### config.mk
export PLATFORM = sky130hd
export DESIGN_NAME = replay_issue_window
export DESIGN_NICKNAME = d
export VERILOG_FILES = /design/src/rtl/rw_pkg.sv /design/src/rtl/rw_pick_first.sv /design/src/rtl/rw_slot.sv /design/src/rtl/replay_issue_window.sv
export SDC_FILE = /design/constraint.sdc
export NUM_CORES = 1
export LEC_CHECK = 0
export BUFFER_PORTS_ARGS = -buffer_cell sky130_fd_sc_hd__clkbuf_2
export CORE_ASPECT_RATIO = 0.75
export CORE_UTILIZATION = 60
export CTS_CLUSTER_SIZE = 28
export DETAILED_ROUTE_END_ITERATION = 6
export GPL_TIMING_DRIVEN = 1
export HOLD_SLACK_MARGIN = 0.02
export PLACE_DENSITY = 0.78
export SKIP_CTS_REPAIR_TIMING = 1
export SYNTH_ARGS = -nofsm -noshare
export SYNTH_HDL_FRONTEND = slang
export SYNTH_SLANG_ARGS = --single-unit
### constraint.sdc
create_clock -name clk -period 10.1 [get_ports clk]
set_input_delay 1.515 -clock clk [delete_from_list [all_inputs] [get_ports clk]]
set_output_delay 1.515 -clock clk [all_outputs]
set_load 0.02 [all_outputs]
### src/rtl/rw_pkg.sv
package rw_pkg;

  // Readiness of one source operand.
  typedef enum logic [1:0] {
    SRC_WAIT = 2'b00,   // producer not yet announced
    SRC_SPEC = 2'b01,   // announced at issue, may still be replayed
    SRC_FIRM = 2'b10    // value known to be good
  } src_st_e;

  // Next readiness of one source for one cycle.
  // A firm announcement always wins, even against a kill in the same cycle.
  function automatic src_st_e src_next(input src_st_e cur,
                                       input logic    firm_hit,
                                       input logic    spec_hit,
                                       input logic    kill);
    src_st_e nxt;
    nxt = cur;
    if (firm_hit) begin
      nxt = SRC_FIRM;
    end else if (kill) begin
      nxt = (cur == SRC_FIRM) ? SRC_FIRM : SRC_WAIT;
    end else if (spec_hit && (cur == SRC_WAIT)) begin
      nxt = SRC_SPEC;
    end
    return nxt;
  endfunction

endpackage

### src/rtl/rw_pick_first.sv
module rw_pick_first #(
  parameter int W = 4
) (
  input  logic [W-1:0] req,
  output logic [W-1:0] gnt,
  output logic         any
);

  // Lowest set bit wins.
  always_comb begin
    logic seen;
    seen = 1'b0;
    for (int i = 0; i < W; i++) begin
      gnt[i] = req[i] & ~seen;
      seen   = seen | req[i];
    end
    any = seen;
  end

endmodule

### src/rtl/rw_slot.sv
module rw_slot
  import rw_pkg::*;
#(
  parameter int TAG_W  = 4,
  parameter int SRC_N  = 2,
  parameter int WINDOW = 4
) (
  input  logic                         clk,
  input  logic                         rst_n,
  input  logic                         alloc_en,
  input  logic [TAG_W-1:0]             alloc_dst,
  input  logic [SRC_N-1:0][TAG_W-1:0]  alloc_src,
  input  logic [SRC_N-1:0]             alloc_rdy,
  input  logic                         grant,
  input  logic                         kill,
  input  logic                         ext_v,
  input  logic [TAG_W-1:0]             ext_tag,
  input  logic                         spec_v,
  input  logic [TAG_W-1:0]             spec_tag,
  input  logic                         ret_v,
  input  logic [TAG_W-1:0]             ret_tag,
  output logic                         valid_o,
  output logic                         req_o,
  output logic [TAG_W-1:0]             dst_o,
  output logic                         retire_o
);

  localparam int                TMR_W  = $clog2(WINDOW + 1);
  localparam logic [TMR_W-1:0]  T_ONE  = TMR_W'(1);
  localparam logic [TMR_W-1:0]  T_LOAD = TMR_W'(WINDOW);

  // state registers
  logic                         valid_q,  valid_d;
  logic                         issued_q, issued_d;
  logic [TMR_W-1:0]             timer_q,  timer_d;
  logic [TAG_W-1:0]             dst_q,    dst_d;
  logic [SRC_N-1:0][TAG_W-1:0]  tag_q,    tag_d;
  src_st_e                      st_q [SRC_N];
  src_st_e                      st_d [SRC_N];

  // tag match results, for stored tags and for tags being allocated
  logic [SRC_N-1:0] firm_st, spec_st, firm_al, spec_al;
  logic             all_rdy;
  logic             retiring;
  logic             upd_en;

  always_comb begin
    for (int k = 0; k < SRC_N; k++) begin
      firm_st[k] = (ext_v && (ext_tag == tag_q[k])) ||
                   (ret_v && (ret_tag == tag_q[k]));
      spec_st[k] = spec_v && (spec_tag == tag_q[k]);
      firm_al[k] = (ext_v && (ext_tag == alloc_src[k])) ||
                   (ret_v && (ret_tag == alloc_src[k]));
      spec_al[k] = spec_v && (spec_tag == alloc_src[k]);
    end
  end

  always_comb begin
    all_rdy = 1'b1;
    for (int k = 0; k < SRC_N; k++) begin
      all_rdy = all_rdy & (st_q[k] != SRC_WAIT);
    end
  end

  assign retiring = valid_q & issued_q & (timer_q == T_ONE);
  assign upd_en   = alloc_en | valid_q;

  // next-state process
  always_comb begin
    valid_d  = valid_q;
    issued_d = issued_q;
    timer_d  = timer_q;
    dst_d    = dst_q;
    tag_d    = tag_q;
    for (int k = 0; k < SRC_N; k++) begin
      st_d[k] = st_q[k];
    end

    if (!valid_q) begin
      if (alloc_en) begin
        valid_d  = 1'b1;
        issued_d = 1'b0;
        timer_d  = '0;
        dst_d    = alloc_dst;
        tag_d    = alloc_src;
        for (int k = 0; k < SRC_N; k++) begin
          st_d[k] = src_next(alloc_rdy[k] ? SRC_FIRM : SRC_WAIT,
                             firm_al[k], spec_al[k], kill);
        end
      end
    end else if (retiring) begin
      // verified: leaves the window, a simultaneous kill does not matter
      valid_d  = 1'b0;
      issued_d = 1'b0;
      timer_d  = '0;
    end else begin
      for (int k = 0; k < SRC_N; k++) begin
        st_d[k] = src_next(st_q[k], firm_st[k], spec_st[k], kill);
      end
      if (kill && issued_q) begin
        issued_d = 1'b0;
        timer_d  = '0;
      end else if (grant) begin
        issued_d = 1'b1;
        timer_d  = T_LOAD;
      end else if (issued_q && (timer_q != '0)) begin
        timer_d  = timer_q - T_ONE;
      end
    end
  end

  // register process
  always_ff @(posedge clk or negedge rst_n) begin
    if (!rst_n) begin
      valid_q  <= 1'b0;
      issued_q <= 1'b0;
      timer_q  <= '0;
      dst_q    <= '0;
      tag_q    <= '0;
      for (int k = 0; k < SRC_N; k++) begin
        st_q[k] <= SRC_WAIT;
      end
    end else if (upd_en) begin
      valid_q  <= valid_d;
      issued_q <= issued_d;
      timer_q  <= timer_d;
      dst_q    <= dst_d;
      tag_q    <= tag_d;
      for (int k = 0; k < SRC_N; k++) begin
        st_q[k] <= st_d[k];
      end
    end
  end

  assign valid_o  = valid_q;
  assign req_o    = valid_q & ~issued_q & all_rdy;
  assign dst_o    = dst_q;
  assign retire_o = retiring;

  // allocation is only steered to an empty slot
  a_r2_alloc_into_free: assert property (@(posedge clk) disable iff (!rst_n)
    alloc_en |-> !valid_q);

  // issue starts a full window
  a_r5_timer_load: assert property (@(posedge clk) disable iff (!rst_n)
    (grant && !kill) |=> (valid_q && issued_q && (timer_q == T_LOAD)));

  // window counts down one per cycle
  a_r5_timer_step: assert property (@(posedge clk) disable iff (!rst_n)
    (valid_q && issued_q && (timer_q > T_ONE) && !kill) |=>
      (valid_q && (timer_q == $past(timer_q) - T_ONE)));

  // a verified slot is empty on the following cycle
  a_r6_free_after_window: assert property (@(posedge clk) disable iff (!rst_n)
    retiring |=> !valid_q);

  // kill puts an issued slot inside its window back to unissued
  a_r7_kill_unissues: assert property (@(posedge clk) disable iff (!rst_n)
    (valid_q && issued_q && (timer_q > T_ONE) && kill) |=>
      (valid_q && !issued_q && (timer_q == '0)));

  // last window cycle wins over kill
  a_r9_verify_beats_kill: assert property (@(posedge clk) disable iff (!rst_n)
    (retiring && kill) |=> !valid_q);

  // no speculative readiness survives a kill
  for (genvar k = 0; k < SRC_N; k++) begin : g_src
    a_r8_no_spec_after_kill: assert property (@(posedge clk) disable iff (!rst_n)
      kill |=> (!valid_q || (st_q[k] != SRC_SPEC)));
  end

endmodule

### src/rtl/replay_issue_window.sv
module replay_issue_window #(
  parameter int ENTRIES = 4,
  parameter int TAG_W   = 4,
  parameter int SRC_N   = 2,
  parameter int WINDOW  = 4
) (
  input  logic                     clk,
  input  logic                     rst_n,
  input  logic                     alloc_valid,
  input  logic [TAG_W-1:0]         alloc_dst,
  input  logic [SRC_N*TAG_W-1:0]   alloc_srcs,
  input  logic [SRC_N-1:0]         alloc_srcs_rdy,
  output logic                     alloc_ready,
  input  logic                     wake_valid,
  input  logic [TAG_W-1:0]         wake_tag,
  input  logic                     kill,
  output logic                     issue_valid,
  output logic [TAG_W-1:0]         issue_tag,
  output logic                     retire_valid,
  output logic [TAG_W-1:0]         retire_tag,
  output logic [ENTRIES-1:0]       occupied
);

  logic [ENTRIES-1:0] valid_vec;
  logic [ENTRIES-1:0] req_vec;
  logic [ENTRIES-1:0] req_gated;
  logic [ENTRIES-1:0] grant_vec;
  logic [ENTRIES-1:0] free_vec;
  logic [ENTRIES-1:0] free_pick;
  logic [ENTRIES-1:0] alloc_en;
  logic [ENTRIES-1:0] retire_vec;
  logic [TAG_W-1:0]   dst_arr [ENTRIES];

  // allocation: lowest free slot
  assign free_vec = ~valid_vec;

  rw_pick_first #(.W(ENTRIES)) i_alloc_pick (
    .req (free_vec),
    .gnt (free_pick),
    .any (alloc_ready)
  );

  assign alloc_en = alloc_valid ? free_pick : '0;

  // select: lowest ready slot, nothing while a replay is being raised
  assign req_gated = kill ? '0 : req_vec;

  rw_pick_first #(.W(ENTRIES)) i_issue_pick (
    .req (req_gated),
    .gnt (grant_vec),
    .any (issue_valid)
  );

  always_comb begin
    issue_tag = '0;
    for (int i = 0; i < ENTRIES; i++) begin
      if (grant_vec[i]) issue_tag = issue_tag | dst_arr[i];
    end
  end

  // at most one slot leaves its window per cycle (one issue per cycle)
  always_comb begin
    retire_tag = '0;
    for (int i = 0; i < ENTRIES; i++) begin
      if (retire_vec[i]) retire_tag = retire_tag | dst_arr[i];
    end
  end

  assign retire_valid = |retire_vec;
  assign occupied     = valid_vec;

  for (genvar i = 0; i < ENTRIES; i++) begin : g_slot
    rw_slot #(
      .TAG_W  (TAG_W),
      .SRC_N  (SRC_N),
      .WINDOW (WINDOW)
    ) i_slot (
      .clk       (clk),
      .rst_n     (rst_n),
      .alloc_en  (alloc_en[i]),
      .alloc_dst (alloc_dst),
      .alloc_src (alloc_srcs),
      .alloc_rdy (alloc_srcs_rdy),
      .grant     (grant_vec[i]),
      .kill      (kill),
      .ext_v     (wake_valid),
      .ext_tag   (wake_tag),
      .spec_v    (issue_valid),
      .spec_tag  (issue_tag),
      .ret_v     (retire_valid),
      .ret_tag   (retire_tag),
      .valid_o   (valid_vec[i]),
      .req_o     (req_vec[i]),
      .dst_o     (dst_arr[i]),
      .retire_o  (retire_vec[i])
    );
  end

  // one grant at most, and only to a requesting slot
  a_r4_one_grant: assert property (@(posedge clk) disable iff (!rst_n)
    $onehot0(grant_vec) && ((grant_vec & ~req_vec) == '0));

  // window expiries never collide
  a_r6_one_retire: assert property (@(posedge clk) disable iff (!rst_n)
    $onehot0(retire_vec));

  // winner is the lowest requesting slot
  a_r4_lowest_wins: assert property (@(posedge clk) disable iff (!rst_n)
    issue_valid |-> ((req_vec & (grant_vec - 1'b1)) == '0));

endmodule

==> metrics.md <==
| Metric | Value |
|---|---|
| Vias post-DR | about 5100 |
| Post-synth EDFFs | 0 |
| Post-Layout Inst Area | about 0.0066 mm^2 |
| Crit-path max FO | 18 |
| DRT iter0 DRCs | between 500 and 600 |
| Avg Synthesized Cell Area | 9.64 um^2 |
| Slew Limit Fails | 0 |
| Die Area | 0.0104 mm^2 |
| Worst Path Arrival | 4.07 ns |
| Wire per inst | 22.5 um |
| Clock latency on the worst-skew pair | between 0.3 and 0.4 ns |
| Detailed Routing Iterations Pass 1 | 7 |
| Sw Ratio | 43.4% |
| Number of synthesized register bits | 84 |
| GR peak layer | met2 |
| Share of cells above drive strength 1 | 21.9% |
| Number of diodes | 0 |
| Net Switching | a little under 0.9 mW |
| Core region area | ~0.0097 mm^2 |
| All-Layer GR Usage | a little over a third |
| Fin crit period | between 5 and 6 ns |
| Worst IR drop on VDD | ~140 uV |
| Die H | approximately 89 um |
| Pre-CTS WS | ~4.6 ns |
| # rows | 31 |
| RSZ-0062 raised after global routing | no |
| Hold crit path type | reg -> reg |
| Startpoint types | input pin |
| Final setup fails | 0 |
| Post-DRT Antenna Nets | 0 |
| CTS tree | done |
| Dpl cell area | approximately 0.0063 mm^2 |
| Int Pwr | approximately 1.1 mW |
| Worst clock skew | between 0.008 and 0.009 ns |
| Endpoint class of the critical path | primary output |
| Dpl cells | between 700 and 800 |
| CP required | 8.59 ns |
| Ys async rst share | 100% |
| Cts bufs inserted | 9 |
| Total power | around 2 mW |
| Via density | approximately 6.6 |
| Yosys warning total | 0 |
| Starting density of the core | between 60% and 70% |
| M1 GR Usage | 48.1% |
| Status | completed |
| Overflow after GRT | 0 |
| Leakage | 2.92 nW |
| Max-Cap Viols | 0 |
| Sequential element share of the synthesized area | 35.1% |
| Post-route non-filler standard cell count | 776 |
| Gpl congestion | 0.970 |
| Share of power burned in registers | about a third |
| Relative slew margins | 32.6% |
| Mapped Cells | slightly above 600 |
| Final wirelength | between 15000 and 20000 um |
| Worst reg-to-reg path cell count | 9 |
| Worst slew pin tran | about 1.0 ns |
| Layout area overhead | 9.69% |
| Fin crit share | 55.3% |
| Most frequent cells in the layout | dfrtp_1, xnor2_1, mux2_2 |
| Crit path kind | in -> out |
| Synthesized cell area | 0.00599 mm^2 |
| Initial antenna violation count | 0 |
| M2 GR Usage | ~54% |
| Clk root buf | clkbuf_16 |
| Clk sinks | 84 |
| Top_reg_cell synth | dfrtp_1 |
| Setup TNS | 0 ns |
| Peak Freq | approximately 0.18 GHz |
| Met3 Resource Use GR | about 6.3% |
| Vias in the first global route | 4944 |
| Final WS setup | around 4.5 ns |
| Placed wire-length estimate | about 13000 um |
| H-Tree Depth | 3 |
| Net count after synthesis | between 600 and 700 |
| IO Port Bufs | 37 |
| Endpoints failing hold | 0 |
| Largest net degree at the start of global routing | 48 |
| Drt drc | 0 |
| First-pass GRT wire length | approximately 27000 um |
| Worst-path clk slew | about 0.060 ns |
| WHS Path Cells | 1 |
| Commonest non-fill, non-tap cell in the layout | dfrtp_1 |
| Fin nets | 674 |
| Distinct cells, synth | between 70 and 80 |
| CTS Buffer Depth | 2 |
| DIE WIDTH | between 100 and 150 um |
| Comb pwr share | about 49% |
| Clock power share | between 15 and 20% |
| I/O pins | 38 |
| Pwr dens | a little over 300 mW/mm^2 |
[final timing paths]
| path | startpoint | slack, ns | to |
|---|---|---|---|
| hold reg to reg | g_slot[0].i_slot.st_q[1]$_DFFE_PN0P_ | 0.50 | g_slot[0].i_slot.st_q[1]$_DFFE_PN0P_ |
| setup / recovery | kill | 4.52 | issue_tag[3] |
| min in group asynchronous | rst_n | 1.15 | g_slot[2].i_slot.timer_q[0]$_DFFE_PN0P_ |
| hold / removal | g_slot[0].i_slot.st_q[1]$_DFFE_PN0P_ | 0.50 | g_slot[0].i_slot.st_q[1]$_DFFE_PN0P_ |
| max in group asynchronous | rst_n | 7.96 | g_slot[0].i_slot.tag_q[3]$_DFFE_PN0P_ |
| setup reg to reg | g_slot[2].i_slot.valid_o$_DFFE_PN0P_ | 6.03 | g_slot[3].i_slot.st_q[2]$_DFFE_PN0P_ |
[per-layer routing]
metal  up-vias  wire [um]
met5         -          0
met4         0        537
met3        58       1710
met2       324       7820
met1      2507       7400
li1       2260          -
[kinds of logic (layout without fill, tap and decap cells)]
group,after synthesis,after routing,synth area share [%]
flops,84,84,35.1
xor+xnor,97,97,14.2
fa+ha+maj,12,12,2.51
buf+inv,82,104,5.64
simple gates,173,173,17.2
compound gates,111,111,13.6
mux,63,63,11.7
[synth_stat cells, types with 6 or more instances]
cell      count  share of area, %
buf_2         6              0.50
nor2_1       31               1.9
mux2_2       53                10
o21ai_0      14               1.2
xnor2_1      54               7.9
mux2i_1       8               1.3
buf_1         8              0.50
nand3_1      16               1.3
o22ai_1       6              0.63
nor3_1       21               1.8
nor4_1       10               1.0
nand2_1      30               1.9
inv_1        42               2.6
and3_1       10               1.0
clkbuf_1     21               1.3
xor2_1       43               6.3
a31oi_1       9              0.94
dfrtp_1      84                35
ha_1         12               2.5
a21oi_1      24               2.0
a21o_1        6              0.75
nand4_1       7              0.73
[critical path, cell delays in order]
cell and delay, ns:
clkbuf_2 0.31, nor2b_1 0.31, or4b_1 0.54, nor4_2 0.74
a211oi_2 0.16, buf_4 0.24, inv_1 0.08, clkbuf_2 0.16
[power groups by stage]
stage          sequential (mW)  combinational (mW)  clock [mW]
3_3_place_gp             0.682               0.917           0
5_1_grt                  0.710                1.06       0.358
2_1_floorplan            0.614               0.758           0
6_report                 0.694               0.980       0.341
3_5_place_dp             0.687               0.952           0
4_1_cts                  0.684               0.964       0.345
[state kept, by name (all words and copies together) (netlist names)]
register,cells
g_slot.i_slot.timer_q,12
g_slot.i_slot.valid_o,4
g_slot.i_slot.dst_o,16
g_slot.i_slot.issued_q,4
g_slot.i_slot.tag_q,32
g_slot.i_slot.st_q,16
[through the flow]
| stage | hold WS (ns) | utilization, % |
|---|---|---|
| floorplan | 0.450 | - |
| global placement | 0.461 | 64.6 |
| detailed placement | 0.484 | 64.6 |
| CTS | 0.502 | 67.8 |
| global route | 0.517 | 67.8 |
| finish | 0.496 | 67.8 |
[area by class of cell]
class | instances | area (um^2)
Tap cell | 132 | 165
Clock inverter | 3 | 45.0
Multi-Input combinational cell | 456 | 3590
Inverter | 42 | 158
Fill cell | 787 | 3120
Clock buffer | 13 | 260
Sequential cell | 84 | 2100
Timing Repair Buffer | 46 | 255
Power figures use the tool's default switching activity.
